<file path="config.mk">
export PLATFORM = sky130hd
export DESIGN_NAME = mgmt_indirect_seq
export DESIGN_NICKNAME = d
export VERILOG_FILES = /design/src/rtl/mgmt_seq_pkg.sv /design/src/rtl/mgmt_poll_ctr.sv /design/src/rtl/mgmt_cmd_word.sv /design/src/rtl/mgmt_indirect_seq.sv
export SDC_FILE = /design/constraint.sdc
export NUM_CORES = 1
export LEC_CHECK = 0
export ABC_CLOCK_PERIOD_IN_PS = 2800
export BUFFER_PORTS_ARGS = -buffer_cell sky130_fd_sc_hd__buf_4
export CORE_ASPECT_RATIO = 0.75
export CORE_MARGIN = 4
export CORE_UTILIZATION = 41
export DETAILED_ROUTE_END_ITERATION = 10
export GPL_TIMING_DRIVEN = 0
export PLACE_DENSITY = 0.67
export SLEW_MARGIN = 20
export SYNTH_ARGS = -nofsm -noshare
export SYNTH_HDL_FRONTEND = slang
export SYNTH_SLANG_ARGS = --single-unit
</file>
<file path="constraint.sdc">
create_clock -name clk -period 2.8 [get_ports clk]
set_input_delay 0.42 -clock clk [delete_from_list [all_inputs] [get_ports clk]]
set_output_delay 0.42 -clock clk [all_outputs]
set_load 0.05 [all_outputs]
</file>
<file path="src/rtl/mgmt_seq_pkg.sv">
package mgmt_seq_pkg;

    typedef enum logic [1:0] {
        ST_IDLE,
        ST_ISSUE,
        ST_WAIT,
        ST_RESP
    } seq_state_e;

    typedef enum logic [2:0] {
        STEP_DIRECT,
        STEP_POLL_PRE,
        STEP_CMD,
        STEP_POLL_POST,
        STEP_DATA_WR,
        STEP_DATA_RD
    } seq_step_e;

    localparam logic [1:0] RESULT_OK      = 2'd0;
    localparam logic [1:0] RESULT_BUS     = 2'd1;
    localparam logic [1:0] RESULT_TIMEOUT = 2'd2;
    localparam logic [1:0] RESULT_BADCFG  = 2'd3;

    localparam logic [1:0] OPC_READ  = 2'b10;
    localparam logic [1:0] OPC_WRITE = 2'b01;

endpackage

</file>
<file path="src/rtl/mgmt_poll_ctr.sv">
module mgmt_poll_ctr #(
    parameter int POLL_MAX = 16
) (
    input  logic clk,
    input  logic rst_n,
    input  logic clr,
    input  logic inc,
    output logic last
);
    localparam int CNT_W = (POLL_MAX > 1) ? $clog2(POLL_MAX) : 1;
    localparam logic [CNT_W-1:0] LAST_VAL = CNT_W'(POLL_MAX - 1);

    logic [CNT_W-1:0] cnt_d, cnt_q;

    always_comb begin
        cnt_d = cnt_q;
        if (clr) begin
            cnt_d = '0;
        end else if (inc) begin
            cnt_d = cnt_q + CNT_W'(1);
        end
    end

    always_ff @(posedge clk or negedge rst_n) begin
        if (!rst_n) begin
            cnt_q <= '0;
        end else begin
            cnt_q <= cnt_d;
        end
    end

    assign last = (cnt_q == LAST_VAL);

endmodule

</file>
<file path="src/rtl/mgmt_cmd_word.sv">
module mgmt_cmd_word #(
    parameter int ADDR_W   = 5,
    parameter int REG_W    = 5,
    parameter int DATA_W   = 16,
    parameter int BUSY_BIT = 15,
    parameter int MODE_BIT = 12,
    parameter int OP_LSB   = 10
) (
    input  logic              is_write,
    input  logic [ADDR_W-1:0] dev,
    input  logic [REG_W-1:0]  rg,
    output logic [DATA_W-1:0] word
);
    import mgmt_seq_pkg::*;

    always_comb begin
        word                 = '0;
        word[BUSY_BIT]       = 1'b1;
        word[MODE_BIT]       = 1'b1;
        word[OP_LSB +: 2]    = is_write ? OPC_WRITE : OPC_READ;
        word[REG_W +: ADDR_W] = dev;
        word[REG_W-1:0]      = rg;
    end

endmodule

</file>
<file path="src/rtl/mgmt_indirect_seq.sv">
module mgmt_indirect_seq #(
    parameter int ADDR_W   = 5,
    parameter int REG_W    = 5,
    parameter int DATA_W   = 16,
    parameter int POLL_MAX = 16,
    parameter int BUSY_BIT = 15
) (
    input  logic              clk,
    input  logic              rst_n,
    input  logic [ADDR_W-1:0] cfg_sw_addr,
    input  logic              cfg_multi_ok,
    input  logic              req_valid,
    output logic              req_ready,
    input  logic              req_write,
    input  logic [ADDR_W-1:0] req_dev,
    input  logic [REG_W-1:0]  req_reg,
    input  logic [DATA_W-1:0] req_wdata,
    output logic              rsp_valid,
    output logic [1:0]        rsp_result,
    output logic [DATA_W-1:0] rsp_rdata,
    output logic              mg_valid,
    input  logic              mg_ready,
    output logic              mg_write,
    output logic [ADDR_W-1:0] mg_phy,
    output logic [REG_W-1:0]  mg_reg,
    output logic [DATA_W-1:0] mg_wdata,
    input  logic              mg_rsp_valid,
    input  logic              mg_rsp_err,
    input  logic [DATA_W-1:0] mg_rsp_rdata
);
    import mgmt_seq_pkg::*;

    localparam logic [REG_W-1:0] CMD_OFS  = REG_W'(0);
    localparam logic [REG_W-1:0] DATA_OFS = REG_W'(1);

    typedef struct packed {
        seq_state_e        st;
        seq_step_e         step;
        logic              is_wr;
        logic [ADDR_W-1:0] dev;
        logic [REG_W-1:0]  rg;
        logic [DATA_W-1:0] wd;
        logic [1:0]        result;
        logic [DATA_W-1:0] rdata;
    } seq_t;

    localparam seq_t SEQ_RESET = '{
        st:     ST_IDLE,
        step:   STEP_DIRECT,
        is_wr:  1'b0,
        dev:    '0,
        rg:     '0,
        wd:     '0,
        result: RESULT_OK,
        rdata:  '0
    };

    seq_t s_d, s_q;
    logic poll_clr, poll_inc, poll_last;
    logic [DATA_W-1:0] cmd_word;
    logic direct_sel;

    mgmt_poll_ctr #(
        .POLL_MAX (POLL_MAX)
    ) poll_i (
        .clk   (clk),
        .rst_n (rst_n),
        .clr   (poll_clr),
        .inc   (poll_inc),
        .last  (poll_last)
    );

    mgmt_cmd_word #(
        .ADDR_W   (ADDR_W),
        .REG_W    (REG_W),
        .DATA_W   (DATA_W),
        .BUSY_BIT (BUSY_BIT)
    ) cmd_i (
        .is_write (s_q.is_wr),
        .dev      (s_q.dev),
        .rg       (s_q.rg),
        .word     (cmd_word)
    );

    assign direct_sel = (cfg_sw_addr == '0);

    // next-state computation
    always_comb begin
        s_d      = s_q;
        poll_clr = 1'b0;
        poll_inc = 1'b0;
        unique case (s_q.st)
            ST_IDLE: begin
                if (req_valid) begin
                    poll_clr   = 1'b1;
                    s_d.is_wr  = req_write;
                    s_d.dev    = req_dev;
                    s_d.rg     = req_reg;
                    s_d.wd     = req_wdata;
                    s_d.rdata  = '0;
                    s_d.result = RESULT_OK;
                    if (direct_sel) begin
                        s_d.step = STEP_DIRECT;
                        s_d.st   = ST_ISSUE;
                    end else if (!cfg_multi_ok) begin
                        s_d.result = RESULT_BADCFG;
                        s_d.st     = ST_RESP;
                    end else begin
                        s_d.step = STEP_POLL_PRE;
                        s_d.st   = ST_ISSUE;
                    end
                end
            end
            ST_ISSUE: begin
                if (mg_ready) begin
                    s_d.st = ST_WAIT;
                end
            end
            ST_WAIT: begin
                if (mg_rsp_valid) begin
                    if (mg_rsp_err) begin
                        s_d.result = RESULT_BUS;
                        s_d.st     = ST_RESP;
                    end else begin
                        unique case (s_q.step)
                            STEP_DIRECT: begin
                                if (!s_q.is_wr) begin
                                    s_d.rdata = mg_rsp_rdata;
                                end
                                s_d.st = ST_RESP;
                            end
                            STEP_POLL_PRE, STEP_POLL_POST: begin
                                if (!mg_rsp_rdata[BUSY_BIT]) begin
                                    poll_clr = 1'b1;
                                    s_d.st   = ST_ISSUE;
                                    if (s_q.step == STEP_POLL_PRE) begin
                                        s_d.step = s_q.is_wr ? STEP_DATA_WR : STEP_CMD;
                                    end else if (s_q.is_wr) begin
                                        s_d.st = ST_RESP;
                                    end else begin
                                        s_d.step = STEP_DATA_RD;
                                    end
                                end else if (poll_last) begin
                                    s_d.result = RESULT_TIMEOUT;
                                    s_d.st     = ST_RESP;
                                end else begin
                                    poll_inc = 1'b1;
                                    s_d.st   = ST_ISSUE;
                                end
                            end
                            STEP_DATA_WR: begin
                                s_d.step = STEP_CMD;
                                s_d.st   = ST_ISSUE;
                            end
                            STEP_CMD: begin
                                s_d.step = STEP_POLL_POST;
                                s_d.st   = ST_ISSUE;
                            end
                            STEP_DATA_RD: begin
                                s_d.rdata = mg_rsp_rdata;
                                s_d.st    = ST_RESP;
                            end
                            default: s_d.st = ST_RESP;
                        endcase
                    end
                end
            end
            ST_RESP: begin
                s_d.st = ST_IDLE;
            end
            default: s_d.st = ST_IDLE;
        endcase
    end

    always_ff @(posedge clk or negedge rst_n) begin
        if (!rst_n) begin
            s_q <= SEQ_RESET;
        end else begin
            s_q <= s_d;
        end
    end

    // downstream transaction fields from the current step
    always_comb begin
        mg_write = 1'b0;
        mg_phy   = cfg_sw_addr;
        mg_reg   = CMD_OFS;
        mg_wdata = '0;
        unique case (s_q.step)
            STEP_DIRECT: begin
                mg_write = s_q.is_wr;
                mg_phy   = s_q.dev;
                mg_reg   = s_q.rg;
                mg_wdata = s_q.wd;
            end
            STEP_CMD: begin
                mg_write = 1'b1;
                mg_wdata = cmd_word;
            end
            STEP_DATA_WR: begin
                mg_write = 1'b1;
                mg_reg   = DATA_OFS;
                mg_wdata = s_q.wd;
            end
            STEP_DATA_RD: begin
                mg_reg = DATA_OFS;
            end
            default: ;
        endcase
    end

    assign mg_valid   = (s_q.st == ST_ISSUE);
    assign req_ready  = (s_q.st == ST_IDLE);
    assign rsp_valid  = (s_q.st == ST_RESP);
    assign rsp_result = s_q.result;
    assign rsp_rdata  = s_q.rdata;

endmodule

</file>
# [After elaboration in Yosys (flattened, before gate mapping)]
# Index checks and enable logic that the tools add are counted.
[word_totals] output_inout_bits=48 regBits=54
[classes] n_addsub=1 n_mux=50 n_eq_ne=22 n_reduce_logical=14
[ops] operator="one-hot mux 16 bit (2 select lines)" count=2
[ops] operator="two-way mux 50 bit" count=1
[ops] operator="one-hot mux 18 bit (2 select lines)" count=1
[ops] operator="two-way mux 16 bit" count=2
[ops] operator="two-way mux 2 bit" count=14
[ops] operator="two-way mux 18 bit" count=1
[ops] operator="two-way mux 3 bit" count=6
[ops] operator="two-way mux 5 bit" count=3
[ops] operator="inequality test 3 bit (second input constant)" count=4
[ops] operator="AND reduction 6 bit" count=2
[ops] operator="two-way mux 1 bit" count=11
[ops] operator="one-hot mux 5 bit (2 select lines)" count=1
[ops] operator="inequality test 3 x 2 -> 1 bit (second input constant)" count=3
[ops] operator="one-hot mux 3 bit (3 select lines)" count=1
[ops] operator="two-way mux 4 bit" count=2
[ops] operator="one-hot mux 2 bit (4 select lines)" count=1
[ops] operator="AND reduction 8 bit" count=1
[ops] operator="OR reduction 2 bit" count=4
[ops] operator="equality test 3 x 2 -> 1 bit (second input constant)" count=2
[ops] operator="equality test 3 bit (second input constant)" count=2
[ops] operator="inequality test 2 bit (second input constant)" count=3
[ops] operator="one-hot mux 3 bit (2 select lines)" count=1
[ops] operator="logical NOT 5 bit" count=1
[ops] operator="adder 4 x 1 -> 4 bit (second input constant)" count=1
[ops] operator="14 further kinds" count=17

# [Longest topological paths before layout]
[logic_depth] depth_word=9 depth_mapped=7 ltp_nobuf=6

# [Cells and area by module]
# From an unflattened synthesis, not the netlist that was laid out.
[unflattened] hier_cells=363 area_unflattened_um2=2962.8
[by_module_without_submodules] mod="mgmt_indirect_seq" seq_area_each_um2=1251.2 cells_per_inst=328 n_inst=1 area_per_inst_um2=2640.0
[by_module_without_submodules] mod="mgmt_poll_ctr" seq_area_each_um2=100.1 cells_per_inst=17 n_inst=1 area_per_inst_um2=198.9
[by_module_without_submodules] mod="mgmt_cmd_word" seq_area_each_um2=0.0 cells_per_inst=18 n_inst=1 area_per_inst_um2=123.9

# [Least setup slack after synthesis]
# OpenSTA, ideal clock, no wires.
[synth_path] kind="reg2out" from="register s_q[47] (netlist name)" to="output port mg_wdata[11]" arrival_ns=2.212 path_stages_with_launch=5 required_ns=2.380 setup_slack_ns=0.168 cell_sequence="dfrtp_1 > clkbuf_1 > nor3b_1 > inv_1 > o21ai_0"
[synth_between] elab_chain_len=3
[synth_rtl] element="start: declaration" line_no="mgmt_indirect_seq.sv:58" source="seq_t s_d, s_q;"
[synth_rtl] element="start signal: assignment" line_no="mgmt_indirect_seq.sv:177" source="s_q <= SEQ_RESET;"
[synth_rtl] element="start signal: assignment" line_no="mgmt_indirect_seq.sv:179" source="s_q <= s_d;"
[synth_rtl] element="equality test 3 bit or logical NOT 3 bit (tied branches)" line_no="mgmt_indirect_seq.sv:189" source="unique case (s_q.step)"
[synth_rtl] element="OR reduction 2 bit (no line)"
[synth_rtl] element="one-hot mux 16 bit (2 select lines) (*)" line_no="mgmt_indirect_seq.sv:189"
[synth_rtl] element="end: declaration" line_no="mgmt_indirect_seq.sv:26" source="output logic [DATA_W-1:0] mg_wdata,"
# Every way passes the cells marked *; elsewhere a longest branch is shown, timed or not.

# [Worst setup path in the final report]
[layout_path] from="register s_q[46] (netlist name)" to="output port mg_wdata[10]"
# The elaborated chain is that of the path after synthesis.

==> results.md <==
Worst hold path:
- The type of the most critical hold path is in2async.

Worst setup path:
- The launching element type of the critical path is a flip-flop.
- The worst flop-to-flop path startpoint is s_q[48]$_DFFE_PN0P_.
- Data arrives at the worst endpoint at 2.12 ns.
- Grouping stages by cell kind, the critical path spends the most delay in buffers and inverters.
- The element type at the critical path end is an output pin.
- Data on the critical path is required at its endpoint by 2.38 ns.
- The cell repeated most along the worst path is sky130_fd_sc_hd__buf_4.
- The first element of the critical path is s_q[46]$_DFFE_PN0P_.
- In this run the worst path has a maximum fanout of 10.
- The delay contributed by the slowest stage of the critical path is 0.45 ns.
- Together, buffers and inverters on the worst path number 3.
- The master of the slowest instance on the critical path is sky130_fd_sc_hd__dfrtp_1.
- Walking the worst path, the cells encountered are buf_4, nor2_2, clkbuf_1, a22o_1, buf_4.
- The worst setup path is of the reg2out kind.

Timing:
- The final total negative setup slack is 0 ns.
- The final count of pins violating max slew was 0.
- Setup repair after global routing left no endpoint under its margin.
- The slew of the pin with the lowest slew margin is 0.7043 ns.
- The maximum operating frequency is 0.3932 GHz.
- Dividing the final minimum period by the clock period gives 90.83%.
- The minimum period implied by the final worst setup slack is 2.543 ns.
- The post-route clock skew is 0.009947 ns.
- The count of final hold-check violations is 0.
- The tightest slew margin relative to the limit is 52.43%.
- The count of endpoints failing setup in the final report is 0.

Drt:
- The number of iterations in the first detailed-routing pass is 4.
- For this block, the initial DRC count from the detailed router was 111.
- For this block, the routed nets add up to 7387 um of wire.
- Summing over every cut layer, the via total after detailed routing is 2,525.
- The uppermost layer routed is met4.
- The count of nets left with antenna violations once routing finished came out at 0.
- The routed metal-1 wire length is 3433 um.
- In the routed layout, each cell is associated on average with a via count of 4.903.
- Dividing the detail-routed wire length by the instance count gives 14.34 um.
- The detailed route wirelength on metal3 is 655 um.
- For this run, design rule violations remaining after detail routing come to 0.
- The met2 routed wirelength is 3251 um.

Floorplanning:
- The core footprint is 6475 sq um.
- The site row count is 25.
- The die boundary width is 103.8 um.
- The vertical extent of the die is 79.83 um.
- The initial core utilization is 43.56%.
- In this run the count of I/O pins placed on the die edge is 103.
- The die outline area is 8283 sq um.

Clocking:
- CTS saw 54 sinks.
- The clock reaches the later pin of the worst-skew pair after 0.31 ns.
- The cell sitting at the root of the clock tree is a sky130_fd_sc_hd__clkbuf_8.
- The largest buffer count on any clock path is 2.
- The H-tree was split into 2 levels.
- Clock-pin slew was measured on the worst setup and hold paths at 0.10 ns.
- TritonCTS built the clock tree.
- The total of hold buffers inserted after clock tree synthesis is 0.
- The total setup buffers inserted after CTS is 0.
- TritonCTS created 5 clock buffers.
- The number of gates resized after CTS was 1.

Synthesis:
- During synthesis, Yosys emitted a total of 0 warnings.
- The synthesized netlist contains 44 unique library cells.
- For this run, the leading register cell type out of synthesis is sky130_fd_sc_hd__dfrtp_1.
- In this run, synthesis inferred 0 flip-flops with an integrated enable.
- The share of synthesized registers carrying an async set or reset is 100.0%.
- Each instance of the synthesized netlist takes up on average 8.704 sq um.
- Sequential cells were found to cover 47.91% of the synthesized design area.
- Synthesis produced 324 cells.
- Summing every instance area after synthesis gives 2820 sq um.
- Synthesis inferred 54 register bits.
- The net count after synthesis is 380.

Global routing:
- The largest net degree at the start of global routing is 55.
- The number of global-route vias before repair is 2,501.
- The first global-routing pass estimated 12,470 um of wire.
- After global routing the overflow that remains totals 0.
- The initial antenna violation count came to 0.
- In the global route stage, overall resource usage came out at 18.51%.

Finish:
- The repair_antennas step left the layout with diodes totalling 0.
- The relative area change from synthesis to final layout is 34.47%.
- The post-layout instance count excluding filler cells is 515.
- The library cells used most frequently in the layout, excluding fill and tap cells, are sky130_fd_sc_hd__buf_4 (122), sky130_fd_sc_hd__nand2_1 (118), sky130_fd_sc_hd__dfrtp_1 (54).
- Of the cells placed in the final design, the portion with a size suffix greater than 1 is 34.79%.
- For this run, the post-layout net count is 489.
- The library cell used most frequently in the layout, excluding fill and tap cells, is sky130_fd_sc_hd__buf_4.

Placement:
- The placed wire-length estimate is 5578 um.
- Port buffering added 102 buffers.
- The number of cells in the design after placement is 507.
- The final weighted congestion of routability-driven global placement is 0.8375.

Power and ir drop:
- Across the VDD grid, the largest voltage drop is 586.4 uV.
- The completed layout was analyzed and its total power is 4.924 mW.
- In this run the static leakage power is 1.971 nW.
- Dividing total power by cell area gives a power density of 1298 nW/um^2.

Job:
- The number of max-cap violations is 0.

Outcome:
- The run finished with clean final reports.
-- per-stage QoR --
stage               util (%)  cell area (sq um)  hold slack [ns]  setup slack, ns
floorplan                  -               2820           0.1244           0.1683
global placement       56.95               3687           0.4499           0.2969
detailed placement     56.95               3687           0.4606           0.3248
CTS                    58.43               3784           0.1709          0.04028
global route           58.57               3792           0.1928          0.04301
finish                 58.57               3792           0.1384           0.2569
-- synthesized netlist by cell type (all sizes together) (3+ instances only) --
cell type / instances / area [sq um]
a22o: 12 / 105.1
or3: 4 / 25.02
dfrtp: 54 / 1351
a21oi: 8 / 40.04
and2: 7 / 43.79
nor3: 5 / 25.02
nor2: 11 / 41.29
mux2i: 3 / 30.03
clkbuf: 13 / 48.80
buf: 22 / 160.1
o21ai: 22 / 113.9
nand2: 118 / 442.9
mux2: 6 / 67.56
inv: 5 / 18.77
-- where the power goes --
group | switching (mW) | internal (mW) | total, mW
logic | 2.04 | 1.06 | 3.10
clock network | 0.264 | 0.200 | 0.464
registers | 0.238 | 1.12 | 1.36
total | 2.54 | 2.38 | 4.92
-- worst register-to-register path, cell delays in order (launching register included) --
cell and delay [ns]:
sky130_fd_sc_hd__dfrtp_1 0.45, sky130_fd_sc_hd__nor3b_4 0.46, sky130_fd_sc_hd__o21bai_2 0.26, sky130_fd_sc_hd__o2111ai_4 0.21, sky130_fd_sc_hd__a22o_1 0.22, sky130_fd_sc_hd__or3_1 0.32
-- sequential cells by signal, summed over array words and instances (netlist names) --
| signal | cells |
|---|---|
| poll_i.cnt_q | 4 |
| rsp_rdata | 16 |
| s_q | 32 |
| rsp_result | 2 |
-- layout make-up --
| class | instances | area (sq um) |
|---|---|---|
| clock buffer | 6 | 82.58 |
| fill | 605 | 2683 |
| buffer | 35 | 211.5 |
| tap | 81 | 101.3 |
| timing repair buffer | 102 | 765.7 |
| inverter | 5 | 18.77 |
| sequential | 54 | 1351 |
| multi-input combinational | 230 | 1249 |
| clock inverter | 2 | 12.51 |
-- metal layers --
metal  global-route usage (%)  vias to the layer above
met4                    3.187                        0
met2                    28.92                       84
met1                    25.13                     1165
met5                        0                        -
li1                         -                     1272
met3                    6.710                        4
-- worst paths after layout --
check,to,slack [ns],depth (start not counted)
max,mg_wdata[10],0.26,5
min,s_q[48]$_DFFE_PN0P_,0.14,1
max reg2reg,s_q[46]$_DFFE_PN0P_,0.76,5
min reg2reg,s_q[31]$_DFFE_PN0P_,0.47,2
max in group asynchronous,s_q[29]$_DFFE_PN0P_,2.22,1
min in group clk,s_q[23]$_DFFE_PN0P_,0.29,3
-- cells by family (layout without fill, tap and decap cells) --
| family | after synthesis | count (layout) | synth area share (%) |
|---|---|---|---|
| flip-flops | 54 | 54 | 47.91 |
| multiplexers | 9 | 9 | 3.460 |
| adder cells (fa/ha/maj) | 1 | 1 | 0.4436 |
| AND/OR/NAND/NOR | 161 | 161 | 25.11 |
| buffers and inverters | 40 | 150 | 8.075 |
| XOR/XNOR | 3 | 3 | 0.9318 |
| AO/OA/AOI/OAI | 56 | 56 | 14.06 |
Note: power is estimated with default switching activity, not from simulation.
